<file path="src/rtl/odc_pkg.sv">
package odc_pkg;

    typedef enum logic [1:0] {
        CMD_IDLE  = 2'd0,
        CMD_READ  = 2'd1,
        CMD_WRITE = 2'd2
    } odc_cmd_e;

endpackage

</file>
<file path="src/rtl/odc_cmd_decode.sv">
module odc_cmd_decode
    import odc_pkg::*;
(
    input  logic     sel_a_n,
    input  logic     sel_b,
    input  logic     sel_c_n,
    input  logic     wr_en,
    output odc_cmd_e cmd
);

    logic chip_sel;

    always_comb begin
        chip_sel = ~sel_a_n & sel_b & ~sel_c_n;
        if (!chip_sel) begin
            cmd = CMD_IDLE;
        end else if (wr_en) begin
            cmd = CMD_WRITE;
        end else begin
            cmd = CMD_READ;
        end
    end

endmodule

</file>
<file path="src/rtl/odc_out_stage.sv">
module odc_out_stage
    import odc_pkg::*;
#(
    parameter int DATA_W = 72
) (
    input  logic              clk,
    input  logic              rst_n,
    input  logic              mode_single,
    input  odc_cmd_e          cmd_in,
    input  logic [DATA_W-1:0] rd_data,
    output logic              drive_reg,
    output logic [DATA_W-1:0] data_reg
);

    typedef struct packed {
        odc_cmd_e          cap;
        logic              drv;
        logic [DATA_W-1:0] dat;
    } stage_t;

    stage_t st_d, st_q;
    logic   read_held;
    logic   cut_now;

    always_comb begin
        st_d      = st_q;
        read_held = (st_q.cap == CMD_READ);
        if (mode_single) begin
            cut_now = (cmd_in != CMD_READ);
        end else begin
            cut_now = (cmd_in == CMD_WRITE);
        end
        st_d.cap = cmd_in;
        st_d.drv = read_held & ~cut_now;
        if (read_held) begin
            st_d.dat = rd_data;
        end
    end

    always_ff @(posedge clk) begin
        if (!rst_n) begin
            st_q.cap <= CMD_IDLE;
            st_q.drv <= 1'b0;
            st_q.dat <= '0;
        end else begin
            st_q <= st_d;
        end
    end

    assign drive_reg = st_q.drv;
    assign data_reg  = st_q.dat;

endmodule

</file>
<file path="src/rtl/odc_read_out.sv">
module odc_read_out
    import odc_pkg::*;
#(
    parameter int DATA_W = 72
) (
    input  logic              clk,
    input  logic              rst_n,
    input  logic              mode_single,
    input  logic              sel_a_n,
    input  logic              sel_b,
    input  logic              sel_c_n,
    input  logic              wr_en,
    input  logic              out_en_n,
    input  logic [DATA_W-1:0] rd_data,
    output logic [DATA_W-1:0] dq_out,
    output logic              dq_drive
);

    odc_cmd_e          cmd;
    logic              drive_reg;
    logic [DATA_W-1:0] data_reg;

    odc_cmd_decode i_dec (
        .sel_a_n (sel_a_n),
        .sel_b   (sel_b),
        .sel_c_n (sel_c_n),
        .wr_en   (wr_en),
        .cmd     (cmd)
    );

    odc_out_stage #(.DATA_W(DATA_W)) i_stage (
        .clk         (clk),
        .rst_n       (rst_n),
        .mode_single (mode_single),
        .cmd_in      (cmd),
        .rd_data     (rd_data),
        .drive_reg   (drive_reg),
        .data_reg    (data_reg)
    );

    // the output enable bypasses every register
    assign dq_drive = drive_reg & ~out_en_n;
    assign dq_out   = dq_drive ? data_reg : '0;

endmodule

</file>
<file path="config.mk">
export PLATFORM = sky130hd
export DESIGN_NAME = odc_read_out
export DESIGN_NICKNAME = d
export VERILOG_FILES = /design/src/rtl/odc_pkg.sv /design/src/rtl/odc_cmd_decode.sv /design/src/rtl/odc_out_stage.sv /design/src/rtl/odc_read_out.sv
export SDC_FILE = /design/constraint.sdc
export NUM_CORES = 1
export LEC_CHECK = 0
export ABC_AREA = 1
export BUFFER_PORTS_ARGS = -buffer_cell sky130_fd_sc_hd__buf_2
export CAP_MARGIN = 20
export CORE_MARGIN = 5
export CORE_UTILIZATION = 40
export DETAILED_ROUTE_END_ITERATION = 6
export GPL_ROUTABILITY_DRIVEN = 0
export PLACE_DENSITY = 0.69
export SLEW_MARGIN = 20
export SYNTH_ARGS = -nofsm -noshare
export SYNTH_HDL_FRONTEND = slang
export SYNTH_HIERARCHICAL = 1
export SYNTH_SLANG_ARGS = --single-unit
</file>
<file path="constraint.sdc">
create_clock -name clk -period 1 [get_ports clk]
set_input_delay 0.3 -clock clk [delete_from_list [all_inputs] [get_ports clk]]
set_output_delay 0.3 -clock clk [all_outputs]
set_load 0.02 [all_outputs]
</file>
After elaboration in Yosys (flattened, before gate mapping)
Cells that the tools add are included.
{ "classes": {"mux": 4, "n_bitwise": 8, "eq_ne": 3} }
{ "ops": {"columns": ["cell", "n"], "rows": [
  ["$mux 72", 1],
  ["$and 1x1->1", 4],
  ["$mux 2", 2],
  ["$not 1->1", 4],
  ["$eq 2x1->1 const B", 1],
  ["$eq 2x2->1 const B", 1],
  ["$ne 2x1->1 const B", 1],
  ["$mux 1", 1]
]} }
{ "word_totals": {"register_bits": 75} }

Depth between registers and ports, before layout
{ "depth": {"word_depth": 8, "mapped_depth": 6, "ltp_nobuf": 6} }

By module
Netlist, hierarchy kept.
{ "modules_own_cells": {"columns": ["mod", "area_each_um2", "n_inst", "cells_per_inst"], "rows": [
  ["odc_out_stage", 3729.8, 1, 549],
  ["odc_read_out", 670.6, 1, 154],
  ["odc_cmd_decode", 28.8, 1, 6]
]} }

Least setup slack after synthesis
OpenSTA, ideal clock, no wires.
{ "synth_path": {"kind": "input-to-output", "start": "input out_en_n", "end": "output dq_out[11]", "setup_slack_ns": -0.221, "stages": 4, "required_ns": 0.700, "t_arrival_ns": 0.921, "cell_sequence": "inv_1 nand2_4 clkbuf_8 nor2_1"} }
{ "synth_between": {"elab_chain_len": 3} }
{ "synth_rtl": {"columns": ["item", "line", "source"], "rows": [
  ["start: declaration", "odc_read_out.sv:13", "input logic out_en_n,"],
  ["$not 1->1", "odc_read_out.sv:42", "assign dq_drive = drive_reg & ~out_en_n;"],
  ["$and 1x1->1", "odc_read_out.sv:42", null],
  ["$mux 72", "odc_read_out.sv:43", "assign dq_out = dq_drive ? data_reg : '0;"],
  ["end: declaration", "odc_read_out.sv:15", "output logic [DATA_W-1:0] dq_out,"]
]} }
Every way passes these cells.

Worst setup path in the final report
{ "layout_path": {"start": "register i_stage.st_q (netlist bit i_stage/drive_reg)", "end": "output dq_out[64]"} }
{ "layout_between": {"elab_chain_len": 2} }
{ "layout_rtl": {"columns": ["item", "line", "source"], "rows": [
  ["start: declaration", "odc_out_stage.sv:21", "stage_t st_d, st_q;"],
  ["start signal: assignment", "odc_out_stage.sv:46", "st_q <= st_d;"],
  ["$and 1x1->1", "odc_read_out.sv:42", null],
  ["$mux 72", "odc_read_out.sv:43", null]
]} }
Every way passes these cells.

==> flow_metrics.env <==
export IMPL_final_core_util_pct=65.6
export IMPL_synth_top_cell_area_share_pct=33.9
export IMPL_syn_avg_cell_area_um2=6.25
export IMPL_core_mm2=0.0108
export IMPL_worst_path_stages=4
export IMPL_clk_pin_slew_worst_paths_ns=0.07
export IMPL_period_needed_ns=1.60
export IMPL_seqPwrFrac_pct=46.2
export IMPL_netlist_instances=709
export IMPL_seqCellArea_mm2=0.00151
export IMPL_yosysMostFrequentCell="nor2_1"
export IMPL_use_met2_pct=31.3
export IMPL_yosysWarnings=6
export IMPL_htree_levels=3
export IMPL_cts_max_path_buffers=2
export IMPL_synth_main_ff_cell="dfxtp_1"
export IMPL_layout_setup_ws_ns=-0.599
export IMPL_avgViaCountPerCell=4.49
export IMPL_switching_share_pct=23.4
export IMPL_violations="setup timing"
export IMPL_dieWidth_um=115
export IMPL_totalPowerFinal_w=0.00670
export IMPL_synth_compound_area_share_pct=0
export IMPL_rsz0062_at_grt="yes"
export IMPL_reg2regPathDepth=7
export IMPL_drtAntennaViolNets=0
export IMPL_numCtsBuffers=9
export IMPL_worstSetupPathType="flip-flop to primary output"
export IMPL_drtIter0Drc=143
export IMPL_irDropWorstVdd_mv=0.551
export IMPL_grt_max_degree=43
export IMPL_grt_pass1_wl_um=19000
export IMPL_worstSetupEndpoint="dq_out[64]"
export IMPL_place_inst=917
export IMPL_use_met1_pct=22.5
export IMPL_setup_violations=138
export IMPL_port_buffer_count=152
export IMPL_power_frac_clock_pct=42.2
export IMPL_synth_top_family_by_area="simple AND/OR/NAND/NOR gates"
export IMPL_p_leak_nw=3.09
export IMPL_final_nets=894
export IMPL_std_cell_rows=38
export IMPL_drt_pass1_iter_count=4
export IMPL_vias=4311
export IMPL_critical_path_slowest_cell="dfxtp_4"
export IMPL_worstReg2RegStart="i_stage/st_q[73]"
export IMPL_dpl_worst_slack_ns=-0.350
export IMPL_skew_ns=0.0102
export IMPL_ys_seq_area_share_pct=33.9
export IMPL_syn2layout_area_growth_pct=60.5
export IMPL_cp_arrival_ns=1.30
export IMPL_yosys_area_top_type="dfxtp_1"
export IMPL_critPathLaunch="i_stage/drive_reg"
export IMPL_synthXorXnorAreaFrac_pct=0
export IMPL_nFillCells=883
export IMPL_synthDistinctLibCells=16
export IMPL_final_cells=960
export IMPL_busiest_layer="met2"
export IMPL_grtUsageMet3_pct=2.63
export IMPL_crit_family="flip-flops"
export IMPL_synthSimpleGateAreaFrac_pct=34.4
export IMPL_internal_power_w=0.00514
export IMPL_die_area_mm2=0.0133
export IMPL_multi_input_area_mm2=0.00252
export IMPL_cap_violations=0
export IMPL_final_max_slew_violation_count=0
export IMPL_end_kind="primary output"
export IMPL_power_density_mw_per_mm2=943
export IMPL_antenna_found_initial=0
export IMPL_status="finished with violations"
export IMPL_largest_reg_flops=72
export IMPL_netlist_area_mm2=0.00443
export IMPL_wl_um=13100
export IMPL_worst_slew_pin_slew_ns=0.255
export IMPL_num_io_pins=153
export IMPL_die_h_um=115
export IMPL_drive_gt1_share_pct=48.6
export IMPL_grt_pass1_vias=3923
export IMPL_clkLatencyLatePin_ns=0.35
export IMPL_timing_rr_end="i_stage/data_reg[53]"
export IMPL_cp_slowest_stage_delay_ns=0.40
export IMPL_muxShareOfSynthArea_pct=0
export IMPL_start_kind="flip-flop"
export IMPL_cts_num_sinks=75
export IMPL_power_frac_comb_pct=11.7
export IMPL_syn_nets=789
export IMPL_fmax_mhz=625
export IMPL_cp_num_buf_inv=2
export IMPL_clock_tree_root_cell="clkbuf_8"
export IMPL_drcViolationCount=0
export IMPL_synth_seq_cells=75
export IMPL_slew_headroom_pct=83.0
export IMPL_dpl_hpwl_um=7380
export IMPL_required_ns=0.70
export IMPL_synth_edf_count=0
export IMPL_wl_per_cell_um=13.6
export IMPL_synth_commonest_cells="nor2_1, inv_1, dfxtp_1, nand2_1"
export IMPL_switching_power_w=0.00157
export IMPL_async_flop_share_pct=0
export IMPL_path_cells="nand2_4 -> buf_16 -> nor2_4 -> buf_6"
export IMPL_hold_viol=0
export IMPL_grt_use_total_pct=18.1
export IMPL_yosys_top_cells_area="dfxtp_1, nor2_1, inv_1, buf_4, nand3_1"
export IMPL_synthAdderAreaFrac_pct=0
export IMPL_fin_hold_ws_ns=0.213
export IMPL_hold_class="input port to flip-flop"
export IMPL_cp_max_fo=11
export IMPL_fin_crit_sh_pct=160
export IMPL_gr_total_overflow=0
export IMPL_reg2reg_slack_ns=-0.15
export IMPL_cts_tree="done"
export IMPL_start_util_pct=40.9
-- repair_timing --
item                       4_1_cts  5_1_grt
setup endpoints to repair      129      146
gates resized for setup        125      186
cloned                          13        3
pin swaps                       55       57
setup buffers                   15        3
hold buffers                     0        0
-- worst min path at each step --
stage | end | cells past startpoint | from | slack [ns]
4_1_cts | i_stage/st_q[73] | 4 | wr_en | 0.19
6_report | i_stage/st_q[73] | 4 | wr_en | 0.21
3_5_place_dp | i_stage/data_reg[36] | 2 | i_stage/data_reg[36] | 0.47
3_3_place_gp | i_stage/data_reg[53] | 2 | i_stage/data_reg[53] | 0.46
2_1_floorplan | i_stage/st_q[73] | 3 | wr_en | 0.45
5_1_grt | i_stage/st_q[73] | 4 | wr_en | 0.23
-- worst reg2reg max path: stages (launching register included) --
cell and delay (ns):
dfxtp_4 0.36, buf_6 0.12, buf_12 0.15, buf_12 0.13
buf_8 0.13, nand3_2 0.05, nand2_1 0.05, nor2_1 0.10
-- cell type report --
cell class	instances	share of cell area, %
multi-input combinational	373	35.4
sequential	75	21.3
tap	140	2.46
inverter	153	8.22
clock buffer	11	1.99
timing repair buffer	202	29.2
clock inverter	5	1.41
antenna	1	0.0352
-- power by group through the flow --
stage                     logic [W]  registers (W)  clock network (W)
after global placement     0.000609        0.00315                  0
after CTS                  0.000724        0.00308            0.00292
after floorplan            0.000451        0.00315                  0
after global routing       0.000866        0.00310            0.00302
after detailed placement   0.000610        0.00315                  0
final                      0.000782        0.00310            0.00283
-- routing by layer --
metal / part of all wire [%] / routed length (µm)
met4: 1.8 / 238
met3: 3.9 / 516
met5: 0 / 0
met1: 40 / 5300
met2: 54 / 7050
-- kinds of logic (layout without fill, tap and decap cells) --
kind of cell,after synthesis,count (layout)
DFF,75,75
buffers and inverters,262,371
other,0,1
and+or+nand+nor,372,373
-- layout by cell type (no fill, tap or decap), types with 10 or more instances in the layout --
cell type	n
buf_12	14
buf_16	14
buf_2	89
buf_6	70
clkbuf_8	10
dfxtp_1	72
inv_1	149
nand2_1	73
nand3_1	46
nand3_2	27
nor2_1	79
nor2_2	43
nor2_4	100
-- metrics by stage --
step	area, µm²	setup TNS [ns]
floorplan	5010	-6.41
global placement	5380	-22.53
detailed placement	5380	-23.23
CTS	6500	-49.79
global route	7110	-54.78
finish	7110	-46.44
No activity file was read; power rests on OpenSTA's default activity.
